`src/rtl/mpadd_pkg.sv`:
```
package mpadd_pkg;

    localparam int DW      = 32;
    localparam int NSZ     = 3;
    localparam int HALF_W  = DW / 2;
    localparam int QW      = 3;

    typedef enum logic [1:0] {
        SZ_BYTE = 2'b00,
        SZ_WORD = 2'b01,
        SZ_LONG = 2'b10,
        SZ_RSVD = 2'b11
    } size_e;

    typedef enum logic [2:0] {
        OP_ADD  = 3'b000,
        OP_SUB  = 3'b001,
        OP_ADDX = 3'b010,
        OP_SUBX = 3'b011,
        OP_NEG  = 3'b100,
        OP_NEGX = 3'b101,
        OP_ADDQ = 3'b110,
        OP_RSVD = 3'b111
    } op_e;

    typedef struct packed {
        logic x;
        logic n;
        logic z;
        logic v;
        logic c;
    } ccr_t;

    // Operands as presented to the adder: b is not yet inverted.
    typedef struct packed {
        logic [DW-1:0] a;
        logic [DW-1:0] b;
        logic          sub;
        logic          cin;
    } opnd_t;

    typedef struct packed {
        logic [DW-1:0] sum;
        logic          carry;
        logic          ovf;
        logic          neg;
        logic          zero;
    } arith_t;

    function automatic logic uses_extend(input op_e op);
        return (op == OP_ADDX) || (op == OP_SUBX) || (op == OP_NEGX);
    endfunction

    function automatic logic [1:0] lane_of(input size_e sz);
        case (sz)
            SZ_BYTE: return 2'd0;
            SZ_WORD: return 2'd1;
            default: return 2'd2;
        endcase
    endfunction

    function automatic logic [DW-1:0] quick_value(input logic [QW-1:0] q);
        logic [DW-1:0] v;
        v = '0;
        if (q == '0) v[QW] = 1'b1;
        else         v[QW-1:0] = q;
        return v;
    endfunction

    function automatic logic [DW-1:0] sext_half(input logic [DW-1:0] v);
        return {{HALF_W{v[HALF_W-1]}}, v[HALF_W-1:0]};
    endfunction

endpackage

```
`src/rtl/mpadd_operand.sv`:
```
module mpadd_operand
    import mpadd_pkg::*;
(
    input  op_e             op_i,
    input  size_e           size_i,
    input  logic            addr_dst_i,
    input  logic [DW-1:0]   src_i,
    input  logic [DW-1:0]   dst_i,
    input  logic [QW-1:0]   quick_i,
    input  logic            x_i,
    output opnd_t           opnd_o
);

    logic [DW-1:0] src_eff;
    logic          x_used;
    logic          narrow;

    always_comb begin
        narrow = (size_i == SZ_BYTE) || (size_i == SZ_WORD);
        if (op_i == OP_ADDQ)
            src_eff = quick_value(quick_i);
        else if (addr_dst_i && narrow)
            src_eff = sext_half(src_i);
        else
            src_eff = src_i;

        x_used = uses_extend(op_i) ? x_i : 1'b0;

        case (op_i)
            OP_NEG, OP_NEGX: begin
                opnd_o.a   = '0;
                opnd_o.b   = dst_i;
                opnd_o.sub = 1'b1;
            end
            OP_SUB, OP_SUBX: begin
                opnd_o.a   = dst_i;
                opnd_o.b   = src_eff;
                opnd_o.sub = 1'b1;
            end
            default: begin
                opnd_o.a   = dst_i;
                opnd_o.b   = src_eff;
                opnd_o.sub = 1'b0;
            end
        endcase
        // a - b - x == a + ~b + (1 - x)
        opnd_o.cin = opnd_o.sub ? ~x_used : x_used;
    end

endmodule

```
`src/rtl/mpadd_core.sv`:
```
module mpadd_core
    import mpadd_pkg::*;
(
    input  opnd_t   opnd_i,
    input  size_e   size_i,
    input  logic    full_i,
    output arith_t  res_o
);

    logic [DW-1:0]  bb;
    logic [DW:0]    total;
    logic [NSZ-1:0] lane_cout;
    logic [NSZ-1:0] lane_ovf;
    logic [NSZ-1:0] lane_neg;
    logic [NSZ-1:0] lane_zero;
    logic [1:0]     sel;

    assign bb    = opnd_i.sub ? ~opnd_i.b : opnd_i.b;
    assign total = {1'b0, opnd_i.a} + {1'b0, bb} + {{DW{1'b0}}, opnd_i.cin};

    for (genvar g = 0; g < NSZ; g++) begin : g_lane
        localparam int W = 8 << g;
        if (W == DW) begin : g_top
            assign lane_cout[g] = total[DW];
        end else begin : g_mid
            // carry into bit W recovered from the sum bit
            assign lane_cout[g] = total[W] ^ opnd_i.a[W] ^ bb[W];
        end
        assign lane_neg[g]  = total[W-1];
        assign lane_zero[g] = (total[W-1:0] == '0);
        assign lane_ovf[g]  = (opnd_i.a[W-1] == bb[W-1]) && (total[W-1] != opnd_i.a[W-1]);
    end

    assign sel = full_i ? 2'd2 : lane_of(size_i);

    always_comb begin
        res_o.sum   = total[DW-1:0];
        res_o.carry = lane_cout[sel] ^ opnd_i.sub;
        res_o.ovf   = lane_ovf[sel];
        res_o.neg   = lane_neg[sel];
        res_o.zero  = lane_zero[sel];
    end

endmodule

```
`src/rtl/mpadd_flags.sv`:
```
module mpadd_flags
    import mpadd_pkg::*;
(
    input  arith_t  res_i,
    input  op_e     op_i,
    input  logic    addr_dst_i,
    input  ccr_t    cur_i,
    output ccr_t    nxt_o
);

    always_comb begin
        if (addr_dst_i) begin
            nxt_o = cur_i;
        end else begin
            nxt_o.c = res_i.carry;
            nxt_o.x = res_i.carry;
            nxt_o.n = res_i.neg;
            nxt_o.v = res_i.ovf;
            if (uses_extend(op_i))
                nxt_o.z = res_i.zero & cur_i.z;
            else
                nxt_o.z = res_i.zero;
        end
    end

endmodule

```
`src/rtl/mpadd_unit.sv`:
```
module mpadd_unit
    import mpadd_pkg::*;
(
    input  logic            clk,
    input  logic            rst,
    input  logic            valid_i,
    input  logic [2:0]      op_i,
    input  logic [1:0]      size_i,
    input  logic            addr_dst_i,
    input  logic [DW-1:0]   src_i,
    input  logic [DW-1:0]   dst_i,
    input  logic [QW-1:0]   quick_i,
    input  logic [4:0]      flags_i,
    output logic [DW-1:0]   result_o,
    output logic [4:0]      flags_o,
    output logic            vld_o
);

    op_e           op;
    size_e         sz;
    ccr_t          cur;
    ccr_t          nxt;
    opnd_t         opnd;
    arith_t        ares;
    logic [DW-1:0] merged;

    assign op  = op_e'(op_i);
    assign sz  = size_e'(size_i);
    assign cur = ccr_t'(flags_i);

    mpadd_operand u_opnd (
        .op_i       (op),
        .size_i     (sz),
        .addr_dst_i (addr_dst_i),
        .src_i      (src_i),
        .dst_i      (dst_i),
        .quick_i    (quick_i),
        .x_i        (cur.x),
        .opnd_o     (opnd)
    );

    mpadd_core u_core (
        .opnd_i (opnd),
        .size_i (sz),
        .full_i (addr_dst_i),
        .res_o  (ares)
    );

    mpadd_flags u_flags (
        .res_i      (ares),
        .op_i       (op),
        .addr_dst_i (addr_dst_i),
        .cur_i      (cur),
        .nxt_o      (nxt)
    );

    always_comb begin
        if (addr_dst_i) begin
            merged = ares.sum;
        end else begin
            case (sz)
                SZ_BYTE: merged = {dst_i[DW-1:8], ares.sum[7:0]};
                SZ_WORD: merged = {dst_i[DW-1:HALF_W], ares.sum[HALF_W-1:0]};
                default: merged = ares.sum;
            endcase
        end
    end

    always_ff @(posedge clk) begin
        if (rst) begin
            result_o <= '0;
            flags_o  <= '0;
            vld_o    <= 1'b0;
        end else begin
            vld_o <= valid_i;
            if (valid_i) begin
                result_o <= merged;
                flags_o  <= nxt;
            end
        end
    end

endmodule

```
`config.mk`:
```
export PLATFORM = sky130hd
export DESIGN_NAME = mpadd_unit
export DESIGN_NICKNAME = d
export VERILOG_FILES = /design/src/rtl/mpadd_pkg.sv /design/src/rtl/mpadd_operand.sv /design/src/rtl/mpadd_core.sv /design/src/rtl/mpadd_flags.sv /design/src/rtl/mpadd_unit.sv
export SDC_FILE = /design/constraint.sdc
export NUM_CORES = 1
export LEC_CHECK = 0
export BUFFER_PORTS_ARGS = -buffer_cell sky130_fd_sc_hd__buf_2
export CELL_PAD_IN_SITES_DETAIL_PLACEMENT = 0
export CELL_PAD_IN_SITES_GLOBAL_PLACEMENT = 1
export CORE_UTILIZATION = 39
export CTS_CLUSTER_SIZE = 8
export DETAILED_ROUTE_END_ITERATION = 12
export GPL_ROUTABILITY_DRIVEN = 1
export GPL_TIMING_DRIVEN = 0
export PLACE_DENSITY = 0.91
export SLEW_MARGIN = 20
export SYNTH_ARGS = -nofsm -noshare
export SYNTH_HDL_FRONTEND = slang
export SYNTH_SLANG_ARGS = --single-unit
```
`constraint.sdc`:
```
create_clock -name clk -period 6.2 [get_ports clk]
set_input_delay 0.62 -clock clk [delete_from_list [all_inputs] [get_ports clk]]
set_output_delay 0.62 -clock clk [all_outputs]
set_load 0.05 [all_outputs]
```
# == Yosys cells after proc, flatten, opt, wreduce, memory -nomap -nowiden ==
# Index checks and enable logic that the tools add are counted.
# Widths: inputs -> output; s select.
# word_totals
register_bits,38
input_bits,81
out_inout_bits,38
elab_cells,63
# classes
n_addsub,2
order_cmp,1
eq_ne,13
muxes,22
n_bitwise,8
n_reduce_logical,14
# op_table
op,n
$pmux 65 s2,1
$mux 32,4
$pmux 32 s2,1
$add 32x32->33,1
$add 33x1->33,1
$logic_not 32->1,1
$not 32->32,1
$logic_not 16->1,1
$eq 3x3->1 const B,3
$bmux 1 s2,4
$logic_not 8->1,1
$mux 1,8
$eq 3x2->1 const B,2
$mux 5,1
$xor 1x1->1,5
$logic_and 1x1->1,4
$pmux 2 s2,1
$reduce_or 2->1,2
$eq 1x1->1,3
$eq 3x1->1 const B,1
$logic_not 3->1,1
$logic_or 1x1->1,3
$lt 2x3->1 const B,1
$mux 3,1
6 further kinds,8

# == Logic depth before layout (Yosys ltp) ==
# depth
ltp_word,16
depth_mapped,19
depth_no_buf,17

# == Cells and area by module ==
# Synthesis repeated with hierarchy kept, for this count alone.
# hier_totals
hier_cells,717
hier_area_um2,5276.3
# by_module_without_submodules
module,n_inst,cells_each,area_each_um2,seq_area_each_um2
mpadd_core,1,389,2676.3,0.0
mpadd_unit,1,183,1700.4,760.7
mpadd_operand,1,134,815.8,0.0
mpadd_flags,1,11,83.8,0.0

# == Worst setup path before layout ==
# No wires, ideal clock.
# synth_path
path_kind,input-to-reg
startpoint,input op_i[0]
endpoint,register flags_o[2]
setup_ps,96
arrival_ps,4688
required_time_ps,6104
path_slack_ps,1416
stages,19
path_buffers,2
cell_sequence,clkbuf_1 clkbuf_1 mux2i_1 mux2i_1 nand2_1 o21ai_0 fa_1 inv_1 fa_1 nand2b_1 a211o_2 nor2b_2 xor2_1 nand3_1 or3b_1 or4_1 nor4_1 nand4b_1 o41ai_2
# synth_via
elab_chain_len,13
word_cells_on_any_way,27
cone_classes,add/sub: 2; eq/ne: 6; mux: 9; bitwise: 3; reduce/logical: 7
# synth_rtl
element,line_no,rtl
start: declaration,mpadd_unit.sv:7,"input logic [2:0] op_i,"
"$eq 3x3->1, or another cell as far along",mpadd_operand.sv:20,if (op_i == OP_ADDQ)
"$mux 32, or another cell as far along",mpadd_operand.sv:20,
$pmux 65 s2 or $logic_or 1x1->1 (tied branches),"mpadd_operand.sv:29, mpadd_pkg.sv:51",
$not 32->32 or $mux 1 (tied branches),"mpadd_core.sv:18, mpadd_operand.sv:27",
$mux 32 or $not 1->1 (tied branches),"mpadd_core.sv:18, mpadd_operand.sv:47",
$add 32x32->33 or $mux 1 (tied branches),"mpadd_core.sv:19, mpadd_operand.sv:47",
$add 33x1->33,mpadd_core.sv:19,"assign total = {1'b0, opnd_i.a} + {1'b0, bb} + {{DW{1'b0}}, opnd_i.cin};"
"$logic_not 32->1, or another cell as far along",mpadd_core.sv:30,assign lane_zero[g] = (total[W-1:0] == '0);
$bmux 1 s2,mpadd_core.sv:41,res_o.zero = lane_zero[sel];
$mux 1 (not written as such),mpadd_core.sv:41,
$and 1x1->1,mpadd_flags.sv:20,nxt_o.z = res_i.zero & cur_i.z;
$mux 1 *,mpadd_flags.sv:19,if (uses_extend(op_i))
$mux 5 *,mpadd_flags.sv:12,if (addr_dst_i) begin
end signal: assignment,mpadd_unit.sv:78,flags_o <= nxt;
end: declaration,mpadd_unit.sv:15,"output logic [4:0] flags_o,"
# Every way passes the cells marked *; elsewhere a longest branch is shown, timed or not. The select of a mux whose other input is x is not followed.
# A chain may end at the register's enable or synchronous reset.

# == Final worst setup path ==
# layout_path
startpoint,input op_i[1]
endpoint,register flags_o[2]
# The elaborated chain is that of the path after synthesis.

==> impl_metrics.py <==
metrics = {
    "run_status": {
        "status": "complete, no violations",
    },
    "drt": {
        "drtAntennaViolNets": 0,
        "route.met3.wl_um": 877,
        "firstDrtPassIters": 5,
        "wl_per_cell_um": 17.5,
        "dr_wl_met2_mm": 8.03,
        "top_layer": "met4",
        "wirelength_mm": 17.8,
        "wl_met1_mm": 8.71,
        "vias": 5751,
        "post-route-drc-count": 0,
        "detail_route.iter0.violations": 469,
        "drt-vias-per-instance": 5.65,
    },
    "clock_tree": {
        "clock-root-buffer": "clkbuf_16",
        "clockBufferDepth": 2,
        "clk_pin_slew_ns": 0.06,
        "cts_buffers": 5,
        "clk_latency_ns": 0.28,
        "cts_hold_buf": 0,
        "cts_resized": 0,
        "htree_levels": 2,
        "clkSinkCount": 38,
        "cts_tree": "done",
        "postCtsSetupBuffers": 0,
    },
    "setup_path": {
        "critPathLaunchType": "input pin",
        "worst-path-max-fanout": 10,
        "critical_path_buf_inv_count": 4,
        "arrival_ns": 5.62,
        "crit_family": "compound AO/OA/AOI/OAI gates",
        "cp-end-kind": "flop",
        "slowest_delay_ns": 0.53,
        "cpMaxStageDelayCell": "a2111oi_0",
        "critPathKind": "in2reg",
        "crit_chain": "buf_2 -> clkbuf_1 -> clkbuf_1 -> nor3_1 -> a221oi_1 -> fa_1 -> inv_1 -> fa_1 -> nand2b_1 -> a211o_2 -> a21oi_2 -> xor2_1 -> or3_1 -> nor4_1 -> nand3_1 -> a2111oi_0 -> nand4b_1 -> o41ai_2",
        "crit_required_ns": 6.39,
    },
    "place": {
        "post-place-cells": 1010,
        "post-dp-hpwl_mm": 14.6,
        "dpl_cell_area_um2": 5890,
        "place_congestion": 0.941,
        "portBuffers": 114,
        "pre_cts_ws_ns": 0.625,
    },
    "die": {
        "fp.dieW_um": 116,
        "io_pins": 119,
        "die_h_um": 116,
        "rows": 41,
        "core_area_um2": 12700,
        "initial_utilization_pct": 40.2,
        "die-area_um2": 13500,
    },
    "pwr": {
        "seq_power_share_pct": 20.0,
        "power_frac_comb_pct": 56.5,
        "swShare_pct": 44.1,
        "peakVddDrop_uv": 160,
        "switchingPower_mw": 0.639,
        "p_per_area_nw_per_um2": 238,
        "clkPwrFrac_pct": 23.5,
        "p_int_mw": 0.809,
        "power.total_mw": 1.45,
        "p_leak_nw": 2.62,
    },
    "logic_synthesis": {
        "ys_seq_elements": 38,
        "synth_compound_area_share_pct": 31.4,
        "synth_top_family_by_area": "compound AO/OA/AOI/OAI gates",
        "synth.area.mux_share_pct": 2.80,
        "ys_warn_count": 0,
        "async_flop_share_pct": 0,
        "synth.distinct_cells": 71,
        "synthCells": 724,
        "synth_xor_area_share_pct": 12.3,
        "syn_area_um2": 5100,
        "synth_area_leaders": "dfxtp_1, a21oi_1, ha_1, xnor2_1, nor2_1",
        "synth_edf_count": 0,
        "synth_flop_cell": "dfxtp_1",
        "ys_seq_area_share_pct": 14.9,
        "synth_top_area_cell": "dfxtp_1",
        "synth_adder_area_share_pct": 8.39,
        "synth_nets": 838,
        "synthSimpleGateAreaFrac_pct": 24.0,
        "synth_top_area_share_pct": 14.9,
        "avgSynthCellArea_um2": 7.04,
    },
    "timing": {
        "fin_ws_ns": 0.767,
        "max_freq_mhz": 184,
        "maxSlewHeadroom_pct": 52.9,
        "period_minus_slack_ns": 5.43,
        "finalHoldViolCount": 0,
        "fin_setup_tns_ns": 0,
        "fin_skew_ns": 0,
        "finalCritPeriodShare_pct": 87.6,
        "setup_viol": 0,
        "worstMarginPinSlew_ns": 0.707,
        "whs_ns": 0.470,
        "finalMaxSlewViolations": 0,
        "rsz0062_at_grt": "false",
    },
    "grt": {
        "grt_pass1_vias": 5149,
        "grt_use_total_pct": 26.4,
        "grt_pass1_wl_mm": 27.5,
        "grt-ovfl-total": 0,
        "grt_start_max_net_pins": 13,
        "antenna_found_initial": 0,
    },
    "layout": {
        "final_util_pct": 48.0,
        "final_cells": 1018,
        "antenna_cells": 0,
        "layout-drive-gt1-share_pct": 19.1,
        "area_delta_synth_final_pct": 19.3,
        "final_area_um2": 6080,
        "nets": 959,
    },
    "hold_path": {
        "hp-class": "reg2reg",
    },
    "run": {
        "maxCapViolCount": 0,
    },
}
-- worst register-to-register path, delay by kind of cell, from the launching register on --
kind	cells	cell delay, ns
AO/OA/AOI/OAI	2	0.50
AND/OR/NAND/NOR	5	1.27
flip-flops	1	0.37
-- power groups by stage --
| stage | Combinational, mW | Clock, mW | Sequential, mW |
|---|---|---|---|
| detailed placement | 0.803 | 0 | 0.294 |
| global route | 0.888 | 0.355 | 0.293 |
| CTS | 0.806 | 0.342 | 0.290 |
| global placement | 0.802 | 0 | 0.293 |
| finish | 0.817 | 0.340 | 0.290 |
| floorplan | 0.501 | 0 | 0.393 |
-- cells by family (layout without fill, tap and decap cells) --
logic type,Yosys count,after routing
simple gates,263,263
compound gates,239,239
buf+inv,67,189
mux,14,14
fa+ha+maj,33,33
xor+xnor,70,70
flops,38,38
-- per-layer routing --
metal	vias up	global-route usage [%]
met3	18	2.13
met1	2718	37.2
met4	0	5.90
met5	-	0
li1	2831	-
met2	184	43.5
-- synthesized netlist by cell type, drive strengths merged (3+ instances only) --
library cell / count
o21a: 5
and3: 5
nand4: 4
mux2i: 12
o22ai: 17
o31ai: 5
ha: 31
or2: 4
nor4: 5
nand3: 10
o211ai: 12
a2111oi: 3
and2: 36
a21o: 14
a31oi: 5
a311oi: 17
a21oi: 80
dfxtp: 38
a211oi: 12
nand2b: 7
xnor2: 41
a31o: 3
inv: 11
nand2: 82
xor2: 29
a211o: 4
o21bai: 3
buf: 14
nor3: 9
clkbuf: 41
nor2: 88
o21ai: 45
or3: 4
-- state kept, by name (all words and copies together), names as in the netlist --
register and count:
flags_o 5, vld_o 1, result_o 32
-- cell type report --
cell class                      instances  area, um^2
Multi-Input combinational cell        619        4020
Buffer                                 55         270
Sequential cell                        38         761
Tap cell                              172         215
Timing Repair Buffer                  114         571
Clock inverter                          2        60.1
Fill cell                            1329        6590
Inverter                               12        45.0
Clock buffer                            6         139
-- placed cells by master (no fill, tap or decap), types with 10 or more instances in the layout --
cell type and instances:
xor2_1 27, mux2i_1 12, and2_1 35, a21oi_1 78, o211ai_1 12, nand2_1 82
o21ai_0 41, a211oi_1 10, a311oi_1 17, nand3_1 10, a21o_1 11, buf_2 114
ha_1 31, nor2_1 88, xnor2_1 41, clkbuf_1 38, o22ai_1 17, inv_1 10
dfxtp_1 38
-- worst paths after layout --
path,start,end,cells after the start,slack (ns)
max reg2reg,flags_o[2],flags_o[2],7,3.97
max,op_i[1],flags_o[2],18,0.77
min,result_o[13],result_o[13],2,0.47
min reg2reg,result_o[13],result_o[13],2,0.47
Note: power is estimated with default switching activity, not from simulation.
